===== src/rtl/frac_tick_gen.sv =====
module frac_tick_gen #(
  parameter int CLK_HZ = 50_000_000,
  parameter int RATE_W = 25
) (
  input  logic              clk,
  input  logic              rst,
  input  logic [RATE_W-1:0] rate,
  output logic              tick
);
  localparam int NW    = $clog2(CLK_HZ + 1);
  localparam int ACC_W = ((NW > RATE_W + 1) ? NW : RATE_W + 1) + 1;

  logic signed [ACC_W-1:0] acc;
  logic signed [ACC_W-1:0] step_one;
  logic signed [ACC_W-1:0] step_two;
  logic signed [ACC_W-1:0] modulus;
  logic signed [ACC_W-1:0] addend;

  assign step_one = -signed'(ACC_W'(rate));
  assign step_two = step_one <<< 1;
  assign modulus  = ACC_W'(CLK_HZ);

  always_comb begin
    if (acc[ACC_W-1])  addend = modulus;
    else if (tick)     addend = step_two;
    else               addend = step_one;
  end

  always_ff @(posedge clk) begin
    if (rst) begin
      acc  <= '0;
      tick <= 1'b0;
    end else begin
      acc  <= acc + addend;
      tick <= acc[ACC_W-1];
    end
  end
endmodule


===== config.mk =====
export PLATFORM = sky130hd
export DESIGN_NAME = frac_tick_gen
export DESIGN_NICKNAME = d
export VERILOG_FILES = /design/src/rtl/frac_tick_gen.sv
export SDC_FILE = /design/constraint.sdc
export NUM_CORES = 1
export LEC_CHECK = 0
export ABC_CLOCK_PERIOD_IN_PS = 5500
export BUFFER_PORTS_ARGS = -buffer_cell sky130_fd_sc_hd__buf_2
export CORE_MARGIN = 1
export CORE_UTILIZATION = 45
export CTS_CLUSTER_DIAMETER = 30
export CTS_CLUSTER_SIZE = 8
export DETAILED_ROUTE_END_ITERATION = 16
export GPL_TIMING_DRIVEN = 0
export PLACE_DENSITY_LB_ADDON = 0.12
export SYNTH_ARGS = -nofsm -noshare
export SYNTH_HDL_FRONTEND = slang
export SYNTH_SLANG_ARGS = --single-unit

===== constraint.sdc =====
create_clock -name clk -period 5.5 [get_ports clk]
set_input_delay 0.825 -clock clk [delete_from_list [all_inputs] [get_ports clk]]
set_output_delay 0.825 -clock clk [all_outputs]
set_load 0.1 [all_outputs]

-- Word level (Yosys, flattened, before mapping)
Cells that the tools add are included.
- flip-flop bits (word level): 28
- input bits: 27
- output and inout port bits: 1
- logic and storage cells: 6
- add/sub/neg operators: 2
- multiplexer cells: 2
- operators with widths (cell ; number):
    $mux 27 ; 2
    $add 27x27->27 ; 1
    $neg 25->27 ; 1

-- Depth between registers and ports, before layout
- depth after elaboration: 4
- depth in mapped cells: 17

-- Worst setup path after synthesis
OpenSTA, ideal clock, no wires.
- kind: input -> register
- start point: in rate[2]
- end point: reg acc[18]
- data arrival time: 4.313 ns
- data required time: 5.379 ns
- setup slack: 1.066 ns
- stages: 15
- cell sequence: or4_4 or3_1 buf_2 nor4_1 xnor2_1 nand2_1 a21oi_1 ha_1 clkbuf_1 a21oi_1 o22ai_1 or2_2 or2_2 a21oi_1 mux2_2
- longest elaborated chain between the ends: 4
- RTL lines (what ; line ; RTL):
    start: declaration ; 7 ; input logic [RATE_W-1:0] rate,
    $neg 25->27 ; 19 ; assign step_one = -signed'(ACC_W'(rate));
    $mux 27 ; 25 ; else if (tick) addend = step_two;
    $mux 27 ; 24 ; if (acc[ACC_W-1]) addend = modulus;
    $add 27x27->27 ; 34 ; acc <= acc + addend;
    end signal: assignment ; 34 ;
    end: declaration ; 13 ; logic signed [ACC_W-1:0] acc;
Every way passes these cells.
A chain may end at the register's enable or synchronous reset.

-- Worst setup path after layout
- start point: in rate[0]
- end point: reg acc[26]
The elaborated chain is that of the path after synthesis.

==> reports/metrics.cfg <==
[outcome]
status = finished clean

[synth]
ys.flop_type = dfxtp_1
synth_edf_count = 0
ys_warn_count = 0
synth_area_per_cell_um2 = 7.484
synth_area_mm2 = 0.003286
async_reset_ff_share_pct = 0
yosys_register_bits = 28
synth_cells = 439
post_synth_main_area_contributors = dfxtp_1 17%, ha_1 10%, nor2_1 6.4%, xnor2_1 5.6%, a21oi_1 4.9%
synth_area_leader_cell = dfxtp_1
syn_nets = 494
synth.distinct_cells = 66
ys_seq_area_share_pct = 17.06
synth_top_area_share_pct = 17.06

[routing]
postRouteWirelength_um = 8684
routedWlPerCell_um = 15.40
drtPass1Iterations = 4
via_per_inst = 5.828
route.met3.wl_um = 402
top_layer = met4
drc = 0
first_iter_violations = 193
num_vias = 3287
met2_length_um = 3733
ant_nets = 0
met1Wirelength_um = 4403

[sta]
final_max_slew_viol_count = 0
tightest_slew_ns = 0.6593
setup_viol = 0
rsz0062_at_grt = false
max_freq_mhz = 204.4
post-route-min-period_ns = 4.891
slew-limit-headroom_pct = 56.04
clock_skew_ns = 0.003161
holdWs_ns = 0.5862
tns_ns = 0
finalCritPeriodShare_pct = 88.94
hold_violations = 0

[final_layout]
drive_above_1_share_pct = 11.75
seqCellArea_um2 = 560.5
final_nets = 524
areaGrowthSynthToFinish_pct = 9.634
antennaDiodeCount = 0
multi_input_area_mm2 = 0.002584
fillerInstances = 714
stdcell_count = 564

[floorplan]
dieHeight_um = 87.45
io-pin-count = 28
fp.dieW_um = 87.45
dieArea_mm2 = 0.007648
core_area_mm2 = 0.006907
num_rows = 30
start_util_pct = 47.57

[cts]
ctsResizeCount = 0
cts.sinks = 28
clockRootBuffer = clkbuf_8
cts_made_buffers = 3
cts_tree = yes
cts_htree_levels = 1
clk_latency_ns = 0.29
clk_path_buf_depth = 2
post-cts-setup-buffers = 0
clk_pin_slew_ns = 0.11
hold_buffers = 0

[critical_path]
end_kind = flop
path_class = input port to flop
rrSetupSlack_ns = 1.30
reg2reg_from = tick
r2r_cells = 12
worst-endpoint-arrival_ns = 5.08
critPathLaunch = rate[0]
critPathLaunchType = input port
worstReg2RegEnd = acc[18]
worstPathMaxFanout = 10
required_ns = 5.69

[power_and_ir_drop]
ir_drop_uv = 241.9
p_total_mw = 1.951
power_density_mw_per_mm2 = 541.6
power.leakage_nw = 1.536

[placed_design]
dp.cells = 560
portBuffers = 25
dpl.hpwl_um = 6891
place.gp.congestion = 0.8423

[global_route]
grt_pass1_vias = 3039
track_usage_pct = 24.09
grt_max_degree = 17
grt_pass1_wl_um = 14390
grt-ovfl-total = 0
antenna_found_initial = 0

[worst_hold_path]
hold_path_class = flop to flop
holdPathEnd = acc[0]
min_from = acc[0]
min_path_cells = 2

[job]
cap_viol_max_count = 0

-- flip-flops by register name, summed over array words and instances (netlist names) --
name,cells
acc,27
tick,1
-- cell type report --
type | instances | share of cell area, %
inverter | 8 | 0.8336
clock inverter | 1 | 0.8336
timing repair buffer | 25 | 3.473
tap | 96 | 3.334
multi-input combinational | 378 | 71.73
buffer | 25 | 3.091
clock buffer | 3 | 1.146
sequential | 28 | 15.56
-- cell families after synthesis --
| family | count (synthesis) | share of synthesized area (%) |
|---|---|---|
| buffers and inverters | 33 | 4.303 |
| AND/OR/NAND/NOR | 173 | 27.30 |
| flip-flops | 28 | 17.06 |
| multiplexers | 12 | 3.884 |
| adder cells (fa/ha/maj) | 28 | 10.89 |
| XOR/XNOR | 33 | 8.797 |
| AO/OA/AOI/OAI | 132 | 27.76 |
-- worst max-delay path by stage --
stage,slack (ns),depth (start not counted),endpoint
after global routing,0.39,18,acc[26]
after detailed placement,0.39,18,acc[26]
after CTS,0.67,16,acc[18]
final,0.61,18,acc[26]
after floorplan,1.07,15,acc[18]
after global placement,0.41,16,acc[18]
-- critical path, stage by stage --
cell,delay (ns)
buf_2,0.12
inv_1,0.08
ha_1,0.20
or4b_1,0.49
or2_2,0.29
clkbuf_1,0.19
nor3_2,0.32
nand2_1,0.12
and3b_1,0.20
o31ai_1,0.43
ha_1,0.33
clkbuf_1,0.21
a21oi_1,0.19
o21ai_0,0.16
a311o_1,0.39
a21oi_1,0.18
a211oi_1,0.10
a31o_2,0.25
-- where the power goes --
group | total (mW) | switching [mW] | leakage [nW] | internal (mW)
sequential | 0.321 | 0.0293 | 0.233 | 0.292
combinational | 1.46 | 0.867 | 1.27 | 0.590
clock | 0.172 | 0.0746 | 0.0357 | 0.0977
total | 1.95 | 0.971 | 1.54 | 0.980
-- stage by stage --
step / util (%) / instance area, um^2 / worst slack [ns]
after floorplan: - / 3286 / 1.066
after detailed placement: 51.12 / 3531 / 0.3925
after global routing: 52.16 / 3602 / 0.3855
after global placement: 51.12 / 3531 / 0.4126
final: 52.16 / 3602 / 0.6086
after CTS: 52.16 / 3602 / 0.6665
-- metal layers --
layer	vias up	GRT usage [%]
met4	0	7.452
met3	12	2.275
li1	1686	-
met5	-	0
met2	100	37.71
met1	1489	34.65
-- cell usage after synthesis (all sizes together), types with 6 or more instances --
cell    number
nor3        20
o21ai       17
o211ai       6
ha          27
xor2        12
xnor2       21
nor2        56
a21o        14
o21a         8
inv          6
buf          9
a21oi       32
mux2         6
clkbuf      16
nor2b        9
mux2i        6
dfxtp       28
nand2       42
-- cells in the final DEF, fill, tap and decap left out, drive strengths merged, types with 5 or more instances in the layout --
cell type  count
xor2          12
o211ai         6
nand2         42
buf           34
ha            27
a211o          5
mux2i          6
mux2           6
inv            6
nor2b          9
nand3          5
o21ai         17
o21a           8
a21oi         32
clkbuf        19
nor2          56
dfxtp         28
a21o          14
xnor2         21
nand4          5
nor3          20
Note: power is estimated with default switching activity, not from simulation.
